$ cat config.mk
export PLATFORM = sky130hd
export DESIGN_NAME = panel_power_sequencer
export DESIGN_NICKNAME = d
export VERILOG_FILES = /design/src/rtl/pps_pkg.sv /design/src/rtl/pps_ctrl.sv /design/src/rtl/pps_dp.sv /design/src/rtl/panel_power_sequencer.sv
export SDC_FILE = /design/constraint.sdc
export NUM_CORES = 1
export LEC_CHECK = 0
export BUFFER_PORTS_ARGS = -buffer_cell sky130_fd_sc_hd__buf_2
export CORE_MARGIN = 4
export CORE_UTILIZATION = 50
export DETAILED_ROUTE_END_ITERATION = 10
export PLACE_DENSITY = 0.71
export SKIP_LAST_GASP = 1
export SLEW_MARGIN = 20
export SYNTH_ARGS = -nofsm -noshare
export SYNTH_HDL_FRONTEND = slang
export SYNTH_SLANG_ARGS = --single-unit
$ cat constraint.sdc
create_clock -name clk -period 5.3 [get_ports clk]
set_clock_uncertainty 0.1 [all_clocks]
set_input_delay 0.265 -clock clk [delete_from_list [all_inputs] [get_ports clk]]
set_output_delay 0.265 -clock clk [all_outputs]
set_load 0.1 [all_outputs]
$ cat src/rtl/pps_pkg.sv
package pps_pkg;

  typedef enum logic [1:0] {
    PWR_STANDBY = 2'd0,
    PWR_SLEEP   = 2'd1,
    PWR_FULL    = 2'd2,
    PWR_QUARTER = 2'd3
  } pwrState_t;

  typedef enum logic [2:0] {
    PH_NONE, PH_WAKE, PH_ON_FULL, PH_ON_QTR, PH_OFF, PH_STBY
  } phase_t;

  typedef enum logic [1:0] {
    SK_CMD, SK_WAIT, SK_INIT, SK_END
  } stepKind_t;

  localparam int STEP_W = 3;

  localparam logic [7:0] OP_NOP       = 8'h00;
  localparam logic [7:0] OP_SLP_ENTER = 8'h10;
  localparam logic [7:0] OP_SLP_EXIT  = 8'h11;
  localparam logic [7:0] OP_DISP_OFF  = 8'h28;
  localparam logic [7:0] OP_QUAD      = 8'h3B;
  localparam logic [7:0] OP_SUPPLY    = 8'hB0;
  localparam logic [7:0] OP_OUTCTL    = 8'hB8;
  localparam logic [7:0] OP_IFMODE    = 8'hBC;

  typedef struct packed {
    logic [7:0] opcode;
    logic [1:0] len;
    logic [7:0] d0;
    logic [7:0] d1;
  } cmdWord_t;

  typedef struct packed {
    stepKind_t kind;
    cmdWord_t  word;
  } step_t;

  typedef struct packed {
    logic seqBegin;
    logic seqEnd;
    logic loadCmd;
    logic startTimer;
    logic startInit;
  } ctrlStrobe_t;

  function automatic step_t mkStep(stepKind_t k, logic [7:0] op, logic [1:0] n,
                                   logic [7:0] a, logic [7:0] b);
    step_t s;
    s.kind        = k;
    s.word.opcode = op;
    s.word.len    = n;
    s.word.d0     = a;
    s.word.d1     = b;
    return s;
  endfunction

  // Fixed program of each sub-sequence, indexed by step number.
  function automatic step_t stepLookup(phase_t ph, logic [STEP_W-1:0] idx);
    step_t s;
    logic  q;
    q = (ph == PH_ON_QTR);
    s = mkStep(SK_END, 8'h00, 2'd0, 8'h00, 8'h00);
    case (ph)
      PH_WAKE: begin
        case (idx)
          3'd0, 3'd2, 3'd4: s = mkStep(SK_CMD, OP_NOP, 2'd0, 8'h00, 8'h00);
          3'd1, 3'd3, 3'd5: s = mkStep(SK_WAIT, 8'h00, 2'd0, 8'h00, 8'h00);
          3'd6:             s = mkStep(SK_CMD, OP_SUPPLY, 2'd1, 8'h17, 8'h00);
          default:          s = mkStep(SK_END, 8'h00, 2'd0, 8'h00, 8'h00);
        endcase
      end
      PH_ON_FULL, PH_ON_QTR: begin
        case (idx)
          3'd0: s = mkStep(SK_CMD, OP_IFMODE, 2'd1, q ? 8'h81 : 8'h80, 8'h00);
          3'd1: s = mkStep(SK_CMD, OP_QUAD, 2'd1, q ? 8'h22 : 8'h00, 8'h00);
          3'd2: s = mkStep(SK_CMD, OP_SUPPLY, 2'd1, 8'h16, 8'h00);
          3'd3: s = mkStep(SK_CMD, OP_OUTCTL, 2'd2, 8'hFF, 8'hF9);
          3'd4: s = mkStep(SK_CMD, OP_SLP_EXIT, 2'd0, 8'h00, 8'h00);
          3'd5: s = mkStep(SK_INIT, 8'h00, 2'd0, {7'd0, q}, 8'h00);
          default: s = mkStep(SK_END, 8'h00, 2'd0, 8'h00, 8'h00);
        endcase
      end
      PH_OFF: begin
        case (idx)
          3'd0: s = mkStep(SK_CMD, OP_DISP_OFF, 2'd0, 8'h00, 8'h00);
          3'd1: s = mkStep(SK_CMD, OP_OUTCTL, 2'd2, 8'h80, 8'h02);
          3'd2: s = mkStep(SK_CMD, OP_SLP_ENTER, 2'd0, 8'h00, 8'h00);
          default: s = mkStep(SK_END, 8'h00, 2'd0, 8'h00, 8'h00);
        endcase
      end
      PH_STBY: begin
        if (idx == 3'd0) s = mkStep(SK_CMD, OP_SUPPLY, 2'd1, 8'h00, 8'h00);
      end
      default: s = mkStep(SK_END, 8'h00, 2'd0, 8'h00, 8'h00);
    endcase
    return s;
  endfunction

  // Next sub-sequence from the walked position toward the goal.
  function automatic phase_t pickPhase(pwrState_t walk, pwrState_t goal, logic viaStby);
    phase_t p;
    if (walk == goal) p = PH_NONE;
    else begin
      case (walk)
        PWR_STANDBY: p = PH_WAKE;
        PWR_SLEEP: begin
          if (goal == PWR_STANDBY || viaStby) p = PH_STBY;
          else if (goal == PWR_FULL)          p = PH_ON_FULL;
          else                                p = PH_ON_QTR;
        end
        default: p = PH_OFF;
      endcase
    end
    return p;
  endfunction

  function automatic pwrState_t phaseEnd(phase_t ph);
    pwrState_t r;
    case (ph)
      PH_ON_FULL: r = PWR_FULL;
      PH_ON_QTR:  r = PWR_QUARTER;
      PH_STBY:    r = PWR_STANDBY;
      default:    r = PWR_SLEEP;
    endcase
    return r;
  endfunction

endpackage

$ cat src/rtl/pps_ctrl.sv
module pps_ctrl
  import pps_pkg::*;
(
  input  logic        clk,
  input  logic        rstN,
  input  logic        startReq,
  input  logic [1:0]  targetState,
  input  logic [1:0]  curState,
  input  logic        cmdAccept,
  input  logic        timerDone,
  input  logic        initDone,
  output ctrlStrobe_t strobe,
  output cmdWord_t    stepWord,
  output pwrState_t   goalState
);

  typedef enum logic [2:0] {
    C_IDLE, C_PLAN, C_ISSUE, C_WCMD, C_WTMR, C_WINIT
  } cstate_t;

  cstate_t             fsm;
  phase_t              phase;
  logic [STEP_W-1:0]   stepIdx;
  pwrState_t           walkState;
  logic                viaStby;
  step_t               curStep;
  phase_t              nextPh;
  logic                sameReq;

  assign curStep  = stepLookup(phase, stepIdx);
  assign stepWord = curStep.word;
  assign nextPh   = pickPhase(walkState, goalState, viaStby);
  assign sameReq  = (targetState == curState);

  always_comb begin
    strobe = '0;
    case (fsm)
      C_IDLE: begin
        if (startReq) begin
          if (sameReq) strobe.seqEnd   = 1'b1;
          else         strobe.seqBegin = 1'b1;
        end
      end
      C_PLAN: if (nextPh == PH_NONE) strobe.seqEnd = 1'b1;
      C_ISSUE: begin
        case (curStep.kind)
          SK_CMD:  strobe.loadCmd    = 1'b1;
          SK_WAIT: strobe.startTimer = 1'b1;
          SK_INIT: strobe.startInit  = 1'b1;
          default: ;
        endcase
      end
      default: ;
    endcase
  end

  always_ff @(posedge clk) begin
    if (!rstN) begin
      fsm       <= C_IDLE;
      phase     <= PH_NONE;
      stepIdx   <= '0;
      walkState <= PWR_STANDBY;
      goalState <= PWR_STANDBY;
      viaStby   <= 1'b0;
    end else begin
      case (fsm)
        C_IDLE: begin
          if (startReq && !sameReq) begin
            goalState <= pwrState_t'(targetState);
            walkState <= pwrState_t'(curState);
            viaStby   <= curState[1] & targetState[1];
            fsm       <= C_PLAN;
          end
        end
        C_PLAN: begin
          if (nextPh == PH_NONE) fsm <= C_IDLE;
          else begin
            phase   <= nextPh;
            stepIdx <= '0;
            fsm     <= C_ISSUE;
          end
        end
        C_ISSUE: begin
          case (curStep.kind)
            SK_CMD:  fsm <= C_WCMD;
            SK_WAIT: fsm <= C_WTMR;
            SK_INIT: fsm <= C_WINIT;
            default: begin
              walkState <= phaseEnd(phase);
              if (phaseEnd(phase) == PWR_STANDBY) viaStby <= 1'b0;
              fsm <= C_PLAN;
            end
          endcase
        end
        C_WCMD: if (cmdAccept) begin
          stepIdx <= stepIdx + 1'b1;
          fsm     <= C_ISSUE;
        end
        C_WTMR: if (timerDone) begin
          stepIdx <= stepIdx + 1'b1;
          fsm     <= C_ISSUE;
        end
        C_WINIT: if (initDone) begin
          stepIdx <= stepIdx + 1'b1;
          fsm     <= C_ISSUE;
        end
        default: fsm <= C_IDLE;
      endcase
    end
  end

endmodule

$ cat src/rtl/pps_dp.sv
module pps_dp
  import pps_pkg::*;
#(
  parameter int unsigned TICKS_PER_MS = 125000
) (
  input  logic        clk,
  input  logic        rstN,
  input  ctrlStrobe_t strobe,
  input  cmdWord_t    stepWord,
  input  pwrState_t   goalState,
  input  logic        cmdReady,
  input  logic        cmdErr,
  input  logic        initAck,
  input  logic        initErr,
  output logic        cmdValid,
  output cmdWord_t    cmdOut,
  output logic        initReq,
  output logic        initQuarter,
  output logic        busy,
  output logic        done,
  output logic        errFlag,
  output logic [1:0]  curState,
  output logic        cmdAccept,
  output logic        timerDone,
  output logic        initDone
);

  localparam int CNT_W = $clog2(TICKS_PER_MS + 1);
  localparam logic [CNT_W-1:0] CNT_LOAD = CNT_W'(TICKS_PER_MS - 1);

  logic [CNT_W-1:0] tmrCnt;
  logic             tmrRun;
  logic             errLatch;

  assign cmdAccept = cmdValid & cmdReady;
  assign initDone  = initReq & initAck;
  assign timerDone = tmrRun & (tmrCnt == '0);

  // Completion status and state register
  always_ff @(posedge clk) begin
    if (!rstN) begin
      busy     <= 1'b0;
      done     <= 1'b0;
      errFlag  <= 1'b0;
      errLatch <= 1'b0;
      curState <= 2'd0;
    end else begin
      done <= strobe.seqEnd;
      if (strobe.seqBegin) begin
        busy     <= 1'b1;
        errLatch <= 1'b0;
      end else if ((cmdAccept && cmdErr) || (initDone && initErr)) begin
        errLatch <= 1'b1;
      end
      if (strobe.seqEnd) begin
        busy    <= 1'b0;
        errFlag <= busy & errLatch;
        if (busy && !errLatch) curState <= goalState;
      end
    end
  end

  // Command slot toward the transmitter
  always_ff @(posedge clk) begin
    if (!rstN) begin
      cmdValid <= 1'b0;
      cmdOut   <= '0;
    end else begin
      if (cmdAccept) cmdValid <= 1'b0;
      if (strobe.loadCmd) begin
        cmdValid <= 1'b1;
        cmdOut   <= stepWord;
      end
    end
  end

  // Table player request
  always_ff @(posedge clk) begin
    if (!rstN) begin
      initReq     <= 1'b0;
      initQuarter <= 1'b0;
    end else begin
      if (initDone) initReq <= 1'b0;
      if (strobe.startInit) begin
        initReq     <= 1'b1;
        initQuarter <= stepWord.d0[0];
      end
    end
  end

  // Millisecond pause timer
  always_ff @(posedge clk) begin
    if (!rstN) begin
      tmrCnt <= '0;
      tmrRun <= 1'b0;
    end else if (strobe.startTimer) begin
      tmrCnt <= CNT_LOAD;
      tmrRun <= 1'b1;
    end else if (tmrRun) begin
      if (tmrCnt == '0) tmrRun <= 1'b0;
      else              tmrCnt <= tmrCnt - 1'b1;
    end
  end

endmodule

$ cat src/rtl/panel_power_sequencer.sv
module panel_power_sequencer
  import pps_pkg::*;
#(
  parameter int unsigned TICKS_PER_MS = 125000
) (
  input  logic       clk,
  input  logic       rstN,
  input  logic       startReq,
  input  logic [1:0] targetState,
  input  logic       cmdReady,
  input  logic       cmdErr,
  input  logic       initAck,
  input  logic       initErr,
  output logic       cmdValid,
  output logic [7:0] cmdOpcode,
  output logic [1:0] cmdLen,
  output logic [7:0] cmdData0,
  output logic [7:0] cmdData1,
  output logic       initReq,
  output logic       initQuarter,
  output logic       busy,
  output logic       done,
  output logic       errFlag,
  output logic [1:0] curState
);

  ctrlStrobe_t strobe;
  cmdWord_t    stepWord;
  cmdWord_t    cmdOut;
  pwrState_t   goalState;
  logic        cmdAccept;
  logic        timerDone;
  logic        initDone;

  pps_ctrl u_ctrl (
    .clk        (clk),
    .rstN       (rstN),
    .startReq   (startReq),
    .targetState(targetState),
    .curState   (curState),
    .cmdAccept  (cmdAccept),
    .timerDone  (timerDone),
    .initDone   (initDone),
    .strobe     (strobe),
    .stepWord   (stepWord),
    .goalState  (goalState)
  );

  pps_dp #(.TICKS_PER_MS(TICKS_PER_MS)) u_dp (
    .clk        (clk),
    .rstN       (rstN),
    .strobe     (strobe),
    .stepWord   (stepWord),
    .goalState  (goalState),
    .cmdReady   (cmdReady),
    .cmdErr     (cmdErr),
    .initAck    (initAck),
    .initErr    (initErr),
    .cmdValid   (cmdValid),
    .cmdOut     (cmdOut),
    .initReq    (initReq),
    .initQuarter(initQuarter),
    .busy       (busy),
    .done       (done),
    .errFlag    (errFlag),
    .curState   (curState),
    .cmdAccept  (cmdAccept),
    .timerDone  (timerDone),
    .initDone   (initDone)
  );

  assign cmdOpcode = cmdOut.opcode;
  assign cmdLen    = cmdOut.len;
  assign cmdData0  = cmdOut.d0;
  assign cmdData1  = cmdOut.d1;

endmodule

==> flow_metrics.py <==
metrics = {
    "clocking": {
        "cts_tree": "built",
        "cts_htree_levels": 3,
        "clk_pin_slew_ns": 0.07,
        "clk_latency_ns": 0.33,
        "clockRootBuffer": "clkbuf_8",
        "cts_resized": 0,
        "cts.sinks": 57,
        "numCtsBuffers": 9,
        "post_cts_buffers": 0,
        "hold_buffers": 0,
        "cts_max_path_buffers": 2,
    },
    "yosys": {
        "synth_flop_cell": "dfxtp_1",
        "synth-edff-count": 0,
        "yosysTopAreaCell": "dfxtp_1",
        "synth.cell_area_um2": 3218,
        "synth.avg_cell_area_um2": 8.065,
        "yosysMostFrequentCell": "dfxtp_1",
        "synth.distinct_cells": 59,
        "synthTopCellsByArea": "dfxtp_1 (35%), ha_1 (5.1%), nor2_1 (4.8%), a21oi_1 (4.7%), nand3_1 (4.2%)",
        "postSynthCellCount": 399,
        "synthTopCellsByCount": "dfxtp_1 (57), nor2_1 (41), a21oi_1 (30)",
        "yosysSeqAreaShare": 0.3546,
        "async_flop_share": 0,
        "yosysWarnings": 0,
        "yosys.area.top_type_share": 0.3546,
        "synth_seq_cells": 57,
    },
    "sta": {
        "timing.final.crit_period_ns": 3.522,
        "period_share": 0.6645,
        "fmaxAchievable_mhz": 283.9,
        "hold_viol_final": 0,
        "maxSlewViolCount": 0,
        "tns_ns": 0,
        "worstMarginPinSlew_ns": 0.8247,
        "finalSetupViolCount": 0,
        "rsz0062_at_grt": "no",
        "setup_slack_ns": 1.778,
        "slew_headroom": 0.4468,
    },
    "floorplanning": {
        "coreArea_um2": 6096,
        "io_pins": 43,
        "die_h_um": 88.23,
        "rows": 28,
        "start_util": 0.5279,
        "die_w_um": 88.23,
        "dieArea_um2": 7784,
    },
    "place": {
        "dpl.hpwl_mm": 5.145,
        "port_buffers": 40,
        "dp.cells": 482,
        "dp_slack_ns": 1.768,
        "gp_congestion": 0.8753,
    },
    "route": {
        "viasPerCell": 5.651,
        "route.vias.total": 2814,
        "drt_drc_violations_left": 0,
        "detail_route.wl_per_cell_um": 14.31,
        "wl_mm": 7.126,
        "drt_iter0_markers": 195,
        "dr.pass1.iters": 4,
        "drtAntennaViolNets": 0,
    },
    "worst_setup_path": {
        "slowest_stage": "nand3_1",
        "critical_path.top_delay_family": "simple AND/OR/NAND/NOR gates",
        "r2r_start": "u_ctrl.stepIdx[1]",
        "max_stage_delay_ns": 0.59,
        "worstSetupPathType": "flip-flop to flip-flop",
        "crit_fanout": 25,
        "cp.required_ns": 5.42,
        "r2r_end": "u_dp.cmdOut[17]",
        "worst_setup_path_end_kind": "flip-flop",
        "crit_path_frequent_cell": "nor2_1",
        "arrival_ns": 3.64,
        "critPathBufInv": 1,
        "start_kind": "flip-flop",
        "worstPathCellList": "inv_1 > ha_1 > nor2_1 > nor2_1 > nor2_1 > o32ai_1 > o21a_1 > ha_1 > nand3_1 > nor3b_1 > a21oi_1 > a311oi_1",
        "rr_worst_depth": 12,
        "r2r_slack_ns": 1.78,
    },
    "layout": {
        "final_core_util": 0.5807,
        "layout-drive-gt1-share": 0.1466,
        "nets": 440,
        "fin_cells": 498,
        "diodes": 0,
        "area_growth_pct": 9.992,
    },
    "hold_path": {
        "hold_path_class": "primary input to flip-flop",
        "hold_path_end": "u_ctrl.goalState[0]",
        "whs_path_depth": 3,
        "min_from": "targetState[0]",
    },
    "grt": {
        "grt_max_degree": 31,
        "use_met1": 0.2804,
        "grt-busiest-layer": "met2",
        "overflow": 0,
        "grt_pass1_wl_mm": 12.10,
        "grt_use_met2": 0.2944,
        "antenna_found_initial": 0,
        "grt_pass1_vias": 2535,
        "grtUsageTotal": 0.1959,
        "grt.met3_usage": 0.03445,
    },
    "power": {
        "p_per_area_nw_per_um2": 256.9,
        "power.total_uw": 909.3,
        "p_leak_nw": 1.382,
        "ir_drop_mv": 0.1642,
    },
    "status": {
        "status": "finished, final reports clean",
    },
    "job": {
        "cap_violations": 0,
    },
}
## worst register-to-register path: cells and delay by family (launching register included)
family                   cells  cell delay, ns
AO/OA/AOI/OAI                4            0.99
adder cells (fa/ha/maj)      2            0.54
buffers and inverters        1            0.12
flip-flops                   1            0.33
AND/OR/NAND/NOR              5            1.35
## sequential cells by signal (all words and copies together), names as in the netlist, 2 cells and up
signal	cells
u_ctrl.fsm	3
u_ctrl.goalState	2
u_ctrl.phase	3
u_ctrl.stepIdx	3
u_ctrl.walkState	2
u_dp.cmdOut	16
u_dp.curState	2
u_dp.tmrCnt	17
## routing by layer
metal	up-vias	share of wire
met5	-	0
met4	0	0.016
met3	9	0.052
met2	67	0.43
met1	1288	0.50
li1	1450	-
## metrics by stage
| step | cell area (um^2) | hold WS [ns] |
|---|---|---|
| after detailed placement | 3353 | 0.3540 |
| final | 3540 | 0.09777 |
| after floorplan | 3222 | 0.3089 |
| after global placement | 3353 | 0.3406 |
| after CTS | 3540 | 0.09360 |
| after global routing | 3540 | 0.1190 |
## where the power goes
group	internal, mW	total, mW	switching, mW	leakage (nW)
registers	0.434	0.445	0.0109	0.460
clock network	0.215	0.388	0.174	0.0998
logic	0.0247	0.0763	0.0516	0.822
total	0.673	0.909	0.236	1.38
## cells by family (layout without fill, tap and decap cells)
kind of cell,count (synthesis),in the layout,share of synthesized area
adders and majority gates,13,13,0.05055
DFF,57,57,0.3546
muxes,10,10,0.03188
xor gates and xnor gates,16,16,0.04354
and+or+nand+nor,165,165,0.2726
buffers and inverters,42,65,0.06104
other,1,2,0.001165
AOI/OAI and AO/OA,95,95,0.1847
## worst max-delay path by stage
stage,slack (ns),to,startpoint,cells past startpoint
4_1_cts,1.74,u_dp.cmdOut[17],u_ctrl.stepIdx[1],12
5_1_grt,1.23,u_dp.cmdOut[17],u_ctrl.stepIdx[1],12
2_1_floorplan,2.33,u_dp.cmdOut[17],u_ctrl.stepIdx[2],12
3_5_place_dp,1.77,u_dp.cmdOut[17],u_ctrl.stepIdx[1],12
3_3_place_gp,1.92,u_dp.cmdOut[17],u_ctrl.stepIdx[1],12
6_report,1.78,u_dp.cmdOut[17],u_ctrl.stepIdx[1],12
## placed cells by master, fill, tap and decap left out, types with 6 or more instances in the layout
master and count:
o21ai_1 6, o21a_1 7, buf_2 40, nand2b_1 9
inv_1 8, nor3_1 8, nor2b_1 11, xor2_1 12
nor2_1 41, nand2_1 26, mux2i_1 8, nor4_1 6
nand3_1 27, a31oi_1 6, a21oi_1 30, dfxtp_1 57
ha_1 13, clkbuf_8 9, nand4_1 7, o21ai_0 16
## area by class of cell
| cell class | count | area, um^2 |
|---|---|---|
| Tap cell | 75 | 93.84 |
| Clock inverter | 6 | 58.81 |
| Inverter | 9 | 33.78 |
| Multi-Input combinational cell | 301 | 1884 |
| Clock buffer | 10 | 127.6 |
| Fill cell | 575 | 2556 |
| Timing Repair Buffer | 40 | 200.2 |
| Sequential cell | 57 | 1141 |
Power figures use the tool's default switching activity.
